===== src/rtl/slr_pkg.sv =====
package slr_pkg;
  parameter int BYTE_W    = 8;
  parameter int STAGE_CNT = 3;
  parameter int ADDR_W    = 3;
  parameter int SYNC_LEN  = 2;

  localparam int WORD_W = BYTE_W * STAGE_CNT;

  // command addresses follow the staging addresses
  localparam logic [ADDR_W-1:0] CMD_CTRL = ADDR_W'(STAGE_CNT);
  localparam logic [ADDR_W-1:0] CMD_INIT = ADDR_W'(STAGE_CNT + 1);

  typedef enum logic [1:0] {
    ACT_NONE  = 2'd0,
    ACT_STAGE = 2'd1,
    ACT_CTRL  = 2'd2,
    ACT_INIT  = 2'd3
  } wr_action_e;

  function automatic wr_action_e classify(input logic [ADDR_W-1:0] a);
    if (a < ADDR_W'(STAGE_CNT)) return ACT_STAGE;
    if (a == CMD_CTRL)          return ACT_CTRL;
    if (a == CMD_INIT)          return ACT_INIT;
    return ACT_NONE;
  endfunction
endpackage


===== src/rtl/slr_sync.sv =====
module slr_sync #(
  parameter int           W      = 1,
  parameter int           STAGES = 2,
  parameter logic [W-1:0] RST_V  = '0
) (
  input  logic         clk,
  input  logic         rst,
  input  logic [W-1:0] d,
  output logic [W-1:0] q
);
  logic [W-1:0] chain [STAGES];

  genvar g;
  generate
    for (g = 0; g < STAGES; g++) begin : g_flop
      always_ff @(posedge clk) begin
        if (rst) chain[g] <= RST_V;
        else if (g == 0) chain[g] <= d;
        else chain[g] <= chain[(g == 0) ? 0 : g - 1];
      end
    end
  endgenerate

  assign q = chain[STAGES-1];
endmodule


===== src/rtl/slr_bus_decode.sv =====
module slr_bus_decode #(
  parameter int BYTE_W = 8,
  parameter int ADDR_W = 3
) (
  input  logic              clk,
  input  logic              rst,
  input  logic              moto_mode,
  input  logic              cs_n_s,
  input  logic              astb_s,
  input  logic              wr_n_s,
  input  logic              ds_s,
  input  logic              rw_s,
  input  logic [BYTE_W-1:0] ad_s,
  output logic              wr_valid,
  output logic [ADDR_W-1:0] wr_addr,
  output logic [BYTE_W-1:0] wr_data
);
  logic              strobe;
  logic              strobe_q;
  logic              armed;
  logic [ADDR_W-1:0] addr_q;
  logic [BYTE_W-1:0] data_q;

  // data phase strobe for the selected bus style
  always_comb begin
    if (moto_mode) strobe = ds_s & ~rw_s;
    else           strobe = ~wr_n_s;
  end

  always_ff @(posedge clk) begin
    if (rst) begin
      addr_q   <= '0;
      data_q   <= '0;
      armed    <= 1'b0;
      strobe_q <= 1'b0;
      wr_valid <= 1'b0;
      wr_addr  <= '0;
      wr_data  <= '0;
    end else begin
      strobe_q <= strobe;
      if (astb_s) addr_q <= ad_s[ADDR_W-1:0];
      if (strobe && !cs_n_s) begin
        data_q <= ad_s;
        armed  <= 1'b1;
      end
      if (strobe_q && !strobe) begin
        wr_valid <= armed;
        wr_addr  <= addr_q;
        wr_data  <= data_q;
        armed    <= 1'b0;
      end else begin
        wr_valid <= 1'b0;
      end
    end
  end
endmodule


===== src/rtl/slr_stage_bank.sv =====
module slr_stage_bank #(
  parameter int BYTE_W    = 8,
  parameter int STAGE_CNT = 3,
  parameter int ADDR_W    = 3,
  localparam int WORD_W   = BYTE_W * STAGE_CNT
) (
  input  logic              clk,
  input  logic              rst,
  input  logic              wr_valid,
  input  logic [ADDR_W-1:0] wr_addr,
  input  logic [BYTE_W-1:0] wr_data,
  output logic [WORD_W-1:0] staged
);
  genvar g;
  generate
    for (g = 0; g < STAGE_CNT; g++) begin : g_byte
      logic [BYTE_W-1:0] byte_q;
      always_ff @(posedge clk) begin
        if (rst) byte_q <= '0;
        else if (wr_valid && wr_addr == ADDR_W'(g)) byte_q <= wr_data;
      end
      assign staged[g*BYTE_W +: BYTE_W] = byte_q;
    end
  endgenerate
endmodule


===== src/rtl/slr_commit.sv =====
module slr_commit #(
  parameter int WORD_W = 24,
  parameter int ADDR_W = 3
) (
  input  logic              clk,
  input  logic              rst,
  input  logic              wr_valid,
  input  logic [ADDR_W-1:0] wr_addr,
  input  logic [WORD_W-1:0] staged,
  output logic [WORD_W-1:0] ctrl_reg,
  output logic [WORD_W-1:0] init_reg,
  output logic              ctrl_updated,
  output logic              init_updated
);
  import slr_pkg::*;

  wr_action_e act;
  always_comb act = wr_valid ? classify(wr_addr) : ACT_NONE;

  always_ff @(posedge clk) begin
    if (rst) begin
      ctrl_reg     <= '0;
      init_reg     <= '0;
      ctrl_updated <= 1'b0;
      init_updated <= 1'b0;
    end else begin
      ctrl_updated <= (act == ACT_CTRL);
      init_updated <= (act == ACT_INIT);
      if (act == ACT_CTRL) ctrl_reg <= staged;
      if (act == ACT_INIT) init_reg <= staged;
    end
  end
endmodule


===== src/rtl/staged_reg_loader.sv =====
module staged_reg_loader #(
  parameter int BYTE_W    = slr_pkg::BYTE_W,
  parameter int STAGE_CNT = slr_pkg::STAGE_CNT,
  parameter int ADDR_W    = slr_pkg::ADDR_W,
  parameter int SYNC_LEN  = slr_pkg::SYNC_LEN,
  localparam int WORD_W   = BYTE_W * STAGE_CNT
) (
  input  logic              clk,
  input  logic              rst,
  input  logic              moto_mode,
  input  logic              cs_n,
  input  logic              addr_strobe,
  input  logic              wr_n,
  input  logic              ds,
  input  logic              rw,
  input  logic [BYTE_W-1:0] ad,
  output logic [WORD_W-1:0] ctrl_reg,
  output logic [WORD_W-1:0] init_reg,
  output logic              ctrl_updated,
  output logic              init_updated
);
  localparam int BUNDLE_W = BYTE_W + 5;
  localparam logic [BUNDLE_W-1:0] BUNDLE_IDLE = {1'b1, 1'b0, 1'b1, 1'b0, 1'b1, {BYTE_W{1'b0}}};

  logic [BUNDLE_W-1:0] bus_raw, bus_s;
  logic                cs_n_s, astb_s, wr_n_s, ds_s, rw_s;
  logic [BYTE_W-1:0]   ad_s;
  logic                wr_valid;
  logic [ADDR_W-1:0]   wr_addr;
  logic [BYTE_W-1:0]   wr_data;
  logic [WORD_W-1:0]   staged;

  assign bus_raw = {cs_n, addr_strobe, wr_n, ds, rw, ad};
  assign {cs_n_s, astb_s, wr_n_s, ds_s, rw_s, ad_s} = bus_s;

  slr_sync #(.W(BUNDLE_W), .STAGES(SYNC_LEN), .RST_V(BUNDLE_IDLE)) u_sync (
    .clk(clk), .rst(rst), .d(bus_raw), .q(bus_s)
  );

  slr_bus_decode #(.BYTE_W(BYTE_W), .ADDR_W(ADDR_W)) u_dec (
    .clk(clk), .rst(rst), .moto_mode(moto_mode),
    .cs_n_s(cs_n_s), .astb_s(astb_s), .wr_n_s(wr_n_s), .ds_s(ds_s), .rw_s(rw_s),
    .ad_s(ad_s), .wr_valid(wr_valid), .wr_addr(wr_addr), .wr_data(wr_data)
  );

  slr_stage_bank #(.BYTE_W(BYTE_W), .STAGE_CNT(STAGE_CNT), .ADDR_W(ADDR_W)) u_stage (
    .clk(clk), .rst(rst), .wr_valid(wr_valid), .wr_addr(wr_addr),
    .wr_data(wr_data), .staged(staged)
  );

  slr_commit #(.WORD_W(WORD_W), .ADDR_W(ADDR_W)) u_commit (
    .clk(clk), .rst(rst), .wr_valid(wr_valid), .wr_addr(wr_addr), .staged(staged),
    .ctrl_reg(ctrl_reg), .init_reg(init_reg),
    .ctrl_updated(ctrl_updated), .init_updated(init_updated)
  );
endmodule


===== config.mk =====
export PLATFORM = sky130hd
export DESIGN_NAME = staged_reg_loader
export DESIGN_NICKNAME = d
export VERILOG_FILES = /design/src/rtl/slr_pkg.sv /design/src/rtl/slr_sync.sv /design/src/rtl/slr_bus_decode.sv /design/src/rtl/slr_stage_bank.sv /design/src/rtl/slr_commit.sv /design/src/rtl/staged_reg_loader.sv
export SDC_FILE = /design/constraint.sdc
export NUM_CORES = 1
export LEC_CHECK = 0
export BUFFER_PORTS_ARGS = -buffer_cell sky130_fd_sc_hd__buf_2
export CELL_PAD_IN_SITES_DETAIL_PLACEMENT = 0
export CELL_PAD_IN_SITES_GLOBAL_PLACEMENT = 1
export CORE_MARGIN = 4
export CORE_UTILIZATION = 42
export CTS_BUF_LIST = sky130_fd_sc_hd__clkbuf_16
export DETAILED_ROUTE_END_ITERATION = 16
export PLACE_DENSITY = 0.78
export SKIP_LAST_GASP = 1
export SYNTH_ARGS = -nofsm -noshare
export SYNTH_HDL_FRONTEND = slang
export SYNTH_SLANG_ARGS = --single-unit

===== constraint.sdc =====
create_clock -name clk -period 1.6 [get_ports clk]
set_input_delay 0.16 -clock clk [delete_from_list [all_inputs] [get_ports clk]]
set_output_delay 0.16 -clock clk [all_outputs]
set_load 0.01 [all_outputs]

==> flow_summary_export.csv, run 1 <==
group,metric,value,unit
finish,insertedDiodeCount,0,
sta,finalMaxSlewViolations,0,
synthesis,synth.ff_latch_count,125,
placed_design,dp_hpwl,5520,um
clocking,cts_buffers,17,
worst_setup_path,crit_path_start_kind,"flip-flop",
synthesis,ys_async_sr_fraction,0,%
synthesis,synthTopCellsByArea,"dfxtp_1, nand2_1, a21oi_1, mux2i_1, nor2b_1",
clocking,tritoncts,"yes",
worst_setup_path,rr_worst_depth,3,
routing,via_count,3102,
finish,drive_gt1_share,20.6,%
sta,fin_setup_tns,0,ns
power_and_ir_drop,p_per_area,1260,nW/um2
sta,fin_crit_sh,90.1,%
die,die_h,108,um
synthesis,yosysMostFrequentCell,"dfxtp_1",
synthesis,avgSynthCellArea,9.58,um2
worst_setup_path,critPathRequiredTime,1.86,ns
grt,track_usage,16.0,%
finish,final_nets,535,
sta,max_freq,694,MHz
placed_design,portBuffers,65,
die,die_w,108,um
clocking,clk_latency,0.40,ns
worst_setup_path,arrival,1.70,ns
die,core_area,9770,um2
sta,setup_ws,0.159,ns
finish,area_growth,26.3,%
grt,overflow,0,
grt,grt_max_degree,46,
run_status,status,"complete, no violations",
synthesis,synth_nets,458,
synthesis,yosysSeqAreaShare,59.1,%
synthesis,synth_top_cell_area_share,59.1,%
clocking,clockRootBuffer,"clkbuf_16",
clocking,cts-htree-levels,4,
sta,max-slew-margin-rel,68.4,%
synthesis,ys_warn_count,0,
worst_setup_path,rr_startpoint,"u_dec.wr_addr[0]",
die,die-area,11800,um2
worst_setup_path,worstSetupPathType,"flip-flop to flip-flop",
power_and_ir_drop,vdd_drop_max,0.000674,V
die,initial_core_util,43.3,%
placed_design,dpl_worst_slack,0.173,ns
synthesis,netlist_area,4230,um2
synthesis,synth_commonest_cells,"dfxtp_1, nand2_1, a21oi_1",
routing,drc_errors,0,
routing,antenna_left,0,
worst_setup_path,crit_fanout,9,
routing,drt_pass1_iterations,4,
worst_setup_path,rr_endpoint,"u_stage.g_byte[0].byte_q[2]",
grt,antenna_found_initial,0,
sta,final-hold-violation-count,0,
placed_design,gp_congestion,0.744,
routing,wl_per_cell,13.1,um
finish,largest_register_ffs,26,
sta,fin_skew,0.00552,ns
sta,finalSetupViolCount,0,
worst_hold_path,whs_endpoint,"u_dec.addr_q[2]",
synthesis,ys_types,27,
clocking,cts_buffer_depth,2,
power_and_ir_drop,p_leak,2.07,nW
sta,rsz0062_at_grt,"false",
worst_hold_path,hp-start,"rst",
synthesis,syn_inst,442,
clocking,clk_pin_slew,0.05,ns
clocking,post-cts-setup-buffers,0,
worst_setup_path,endpoint_kind,"flip-flop",
sta,fin_crit,1.44,ns
job,drv_cap,0,
synthesis,synth_edf_count,0,
synthesis,yosysTopAreaCell,"dfxtp_1",
routing,totalWireLength,8670,um
die,row_count,36,
placed_design,placed_cell_area,4680,um2
die,io_pins,66,
sta,tightest_slew,0.471,ns
routing,viasPerCell,4.68,
worst_setup_path,regToRegSetupSlack,0.16,ns
finish,fin_cells,663,
finish,design_area,5350,um2
grt,grt_pass1_vias,2965,
worst_hold_path,whs_path_depth,2,
finish,final_core_util,54.7,%
routing,drtIter0Drc,129,
worst_hold_path,hp-class,"input port to flip-flop",
finish,top_register,"u_sync.chain",
grt,grt_pass1_wl,14500,um
clocking,cts_num_sinks,125,
synthesis,ys.flop_type,"dfxtp_1",
placed_design,dp_cells,620,
-- power breakdown --
| group | internal (mW) | switching (mW) | total (mW) |
|---|---|---|---|
| Combinational | 0.0688 | 0.0660 | 0.135 |
| Sequential | 3.15 | 0.00887 | 3.16 |
| Clock | 2.22 | 1.23 | 3.46 |
| Total | 5.44 | 1.31 | 6.75 |
-- worst max-delay path by stage --
| stage | startpoint | endpoint | slack (ns) |
|---|---|---|---|
| after floorplan | u_dec.wr_addr[0] | u_stage.g_byte[0].byte_q[0] | 0.29 |
| after global placement | u_dec.wr_addr[0] | u_stage.g_byte[0].byte_q[1] | 0.22 |
| after detailed placement | u_dec.wr_addr[0] | u_stage.g_byte[0].byte_q[2] | 0.17 |
| after CTS | u_dec.wr_addr[0] | u_stage.g_byte[0].byte_q[2] | 0.15 |
| after global routing | u_dec.wr_valid | u_stage.g_byte[1].byte_q[4] | 0.05 |
| final | u_dec.wr_addr[0] | u_stage.g_byte[0].byte_q[2] | 0.16 |
-- area by class of cell --
type | count | area [um2]
fill | 902 | 4430
sequential | 125 | 2500
multi-input combinational | 285 | 1570
timing repair buffer | 90 | 573
clock buffer | 17 | 425
tap | 133 | 166
clock inverter | 13 | 114
-- stage by stage --
step	hold slack [ns]	power (mW)
after floorplan	0.264	3.30
after global placement	0.342	3.33
after detailed placement	0.346	3.33
after CTS	0.101	6.82
after global routing	0.118	7.00
final	0.116	6.75
-- per-layer routing --
| metal | vias up | part of all wire, % | wire length [um] | GRT usage [%] |
|---|---|---|---|---|
| li1 | 1601 | - | - | - |
| met1 | 1429 | 45 | 3930 | 19.6 |
| met2 | 66 | 49 | 4250 | 26.1 |
| met3 | 6 | 4.7 | 405 | 5.97 |
| met4 | 0 | 0.95 | 82 | 5.23 |
| met5 | - | 0 | 0 | 0 |
-- worst max-delay path, cell delays in order (launching register included) --
cell,delay (ns)
dfxtp_1,0.39
or4b_1,0.71
nand2_1,0.13
a21oi_1,0.07
-- kinds of logic (layout without fill, tap and decap cells) --
| kind of cell | count (synthesis) | after routing | synth area share (%) |
|---|---|---|---|
| muxes | 27 | 27 | 6.38 |
| buffers and inverters | 32 | 120 | 4.02 |
| DFF | 125 | 125 | 59.1 |
| AOI/OAI and AO/OA | 71 | 71 | 9.46 |
| and+or+nand+nor | 187 | 187 | 21.0 |
-- cells in the final DEF, fill, tap and decap left out --
| cell type | count |
|---|---|
| dfxtp_1 | 125 |
| nand2_1 | 112 |
| buf_2 | 64 |
| a21oi_1 | 58 |
| mux2i_1 | 27 |
| nor2_1 | 21 |
| nor2b_1 | 20 |
| clkbuf_16 | 17 |
| nand2b_1 | 16 |
| dlygate4sd3_1 | 13 |
| a22o_1 | 11 |
| buf_4 | 11 |
| or2_2 | 6 |
| inv_1 | 5 |
| clkinvlp_4 | 3 |
| and4b_1 | 2 |
| bufinv_16 | 2 |
| clkinv_1 | 2 |
| buf_12 | 2 |
| nor4b_4 | 1 |
| or4b_1 | 1 |
| and4bb_1 | 1 |
| nand4bb_1 | 1 |
| nand4b_1 | 1 |
| or2_1 | 1 |
| nand3b_1 | 1 |
| nor4bb_2 | 1 |
| a31oi_1 | 1 |
| and4bb_2 | 1 |
| and2_1 | 1 |
| o21a_1 | 1 |
| clkinv_2 | 1 |
-- repair_timing --
item / 4_1_cts / 5_1_grt
resized for setup: 0 / 0
hold endpoints to repair: 13 / 0
hold buffers: 13 / 0
Note: power is estimated with default switching activity, not from simulation.
==> run 2, diff against run 1 <==
Settings changed: CORE_MARGIN 4 to 2, CORE_UTILIZATION 42 to 46, PLACE_DENSITY 0.78 to 0.84.
Clock period 1.6 ns to 1.7 ns, I/O delays scaled along.
==> flow_summary_export.csv, run 2 (synthesis gave the netlist of run 1 again) <==
group,metric,value,unit
sta,fin_setup_tns,0,ns
clocking,cts_num_sinks,125,
clocking,cts_buffer_depth,2,
sta,fin_crit,1.46,ns
worst_setup_path,slowest_delay,0.71,ns
worst_setup_path,worstSetupPathType,"flip-flop to flip-flop",
finish,layout_common_cells,"dfxtp_1, nand2_1, buf_2",
sta,fin_crit_sh,85.9,%
clocking,cts-htree-levels,4,
die,die_w,99.9,um
sta,finalMaxSlewViolations,0,
worst_setup_path,crit_path_start_kind,"flip-flop",
sta,tightest_slew,0.687,ns
sta,max-slew-margin-rel,54.2,%
power_and_ir_drop,p_per_area,1220,nW/um2
worst_hold_path,hp-start,"moto_mode",
grt,use_met3,6.89,%
grt,grt_use_met2,29.5,%
die,row_count,35,
clocking,ctsResizeCount,0,
power_and_ir_drop,vdd_drop_max,0.000694,V
routing,totalWireLength,8300,um
worst_setup_path,endpoint_kind,"flip-flop",
die,initial_core_util,46.7,%
clocking,clk_pin_slew,0.05,ns
grt,grt_pass1_wl,14200,um
sta,finalSetupViolCount,0,
finish,drive_gt1_share,20.0,%
grt,met1_usage,22.7,%
die,core_area,9060,um2
finish,area_growth,25.5,%
job,drv_cap,0,
finish,insertedDiodeCount,0,
sta,setup_ws,0.240,ns
clocking,post-cts-setup-buffers,0,
sta,max_freq,685,MHz
worst_setup_path,worstPathCellList,"or4b_1 > nand2_1 > a21oi_1",
worst_setup_path,rr_startpoint,"u_dec.wr_addr[0]",
sta,hold_ws,0.130,ns
routing,drt_pass1_iterations,4,
routing,antenna_left,0,
finish,fin_cells,641,
worst_hold_path,whs_path_depth,3,
worst_setup_path,cp_slowest_cell,"or4b_1",
die,die_h,99.9,um
worst_hold_path,whs_endpoint,"u_dec.strobe_q",
finish,final_core_util,58.6,%
grt,grt_pass1_vias,3002,
run_status,status,"complete, no violations",
sta,final-hold-violation-count,0,
sta,rsz0062_at_grt,"false",
grt,grt-busiest-layer,"met2",
grt,antenna_found_initial,0,
finish,final_nets,534,
placed_design,dpl_worst_slack,0.264,ns
routing,drc_errors,0,
routing,viasPerCell,4.89,
worst_setup_path,rr_endpoint,"u_stage.g_byte[0].byte_q[3]",
worst_setup_path,critPathRequiredTime,1.95,ns
die,die-area,9990,um2
placed_design,dp_cells,596,
placed_design,gp_congestion,0.807,
die,io_pins,66,
worst_hold_path,hp-class,"input port to flip-flop",
sta,fin_skew,0.00947,ns
clocking,cts_buffers,17,
grt,track_usage,18.2,%
grt,overflow,0,
finish,top_register,"u_sync.chain",
worst_setup_path,rr_worst_depth,3,
worst_setup_path,regToRegSetupSlack,0.24,ns
clocking,clk_latency,0.40,ns
worst_setup_path,arrival,1.71,ns
routing,drtIter0Drc,114,
worst_setup_path,crit_fanout,9,
routing,wl_per_cell,12.9,um
clocking,tritoncts,"yes",
routing,via_count,3136,
placed_design,portBuffers,65,
finish,final_common_cell,"dfxtp_1",
clocking,clockRootBuffer,"clkbuf_16",
placed_design,dp_hpwl,5220,um
finish,largest_register_ffs,26,
grt,grt_max_degree,70,
power_and_ir_drop,p_leak,2.07,nW
-- run 2: changes by cell type in the layout (fill, tap and decap cells not counted) --
cell           before  now
buf_12              2    0
clkinvlp_4          3    1
inv_1               5    3
dlygate4sd3_1      13   14
bufinv_16           2    3
clkinv_1            2    6
-- run 2: metal layers --
layer / up-vias / part of all wire (%)
met5: - / 0
met4: 0 / 0.69
met3: 6 / 4.4
met2: 67 / 49
met1: 1456 / 46
li1: 1607 / -
-- run 2: area by class of cell --
type | instances | area [um2]
fill | 822 | 3750
sequential | 125 | 2500
multi-input combinational | 285 | 1570
timing repair buffer | 89 | 543
clock buffer | 17 | 425
tap | 111 | 139
clock inverter | 14 | 136
-- run 2: worst max-delay path: cells and delay by family, from the launching register on --
kind            cells  cell delay (ns)
simple gates        2             0.85
flops               1             0.39
compound gates      1             0.07
-- run 2: how the worst max path moves through the flow --
| stage | slack, ns | end | cells after the start | start |
|---|---|---|---|---|
| final | 0.24 | u_stage.g_byte[0].byte_q[3] | 3 | u_dec.wr_addr[0] |
| after global routing | 0.18 | u_stage.g_byte[0].byte_q[3] | 3 | u_dec.wr_addr[0] |
| after CTS | 0.25 | u_stage.g_byte[0].byte_q[3] | 3 | u_dec.wr_addr[0] |
| after detailed placement | 0.26 | u_stage.g_byte[0].byte_q[6] | 3 | u_dec.wr_addr[0] |
| after global placement | 0.32 | u_stage.g_byte[0].byte_q[1] | 3 | u_dec.wr_addr[0] |
| after floorplan | 0.39 | u_stage.g_byte[0].byte_q[0] | 5 | u_dec.wr_addr[0] |
-- run 2: power breakdown --
group	internal (mW)	total (mW)	switching, mW
registers	2.96	2.97	0.00803
clock network	2.24	3.39	1.16
logic	0.0649	0.127	0.0618
total	5.27	6.49	1.23
-- run 2: repair_timing --
item / in CTS / in global routing
endpoints found under the setup margin: 0 / 0
hold buffers: 14 / 0
hold endpoints to repair: 14 / 0
-- run 2: stage by stage --
step / total power, mW / cell area [um2]
floorplan: 3.10 / 4230
global placement: 3.13 / 4610
detailed placement: 3.13 / 4610
CTS: 6.55 / 5310
global route: 6.71 / 5310
finish: 6.49 / 5310
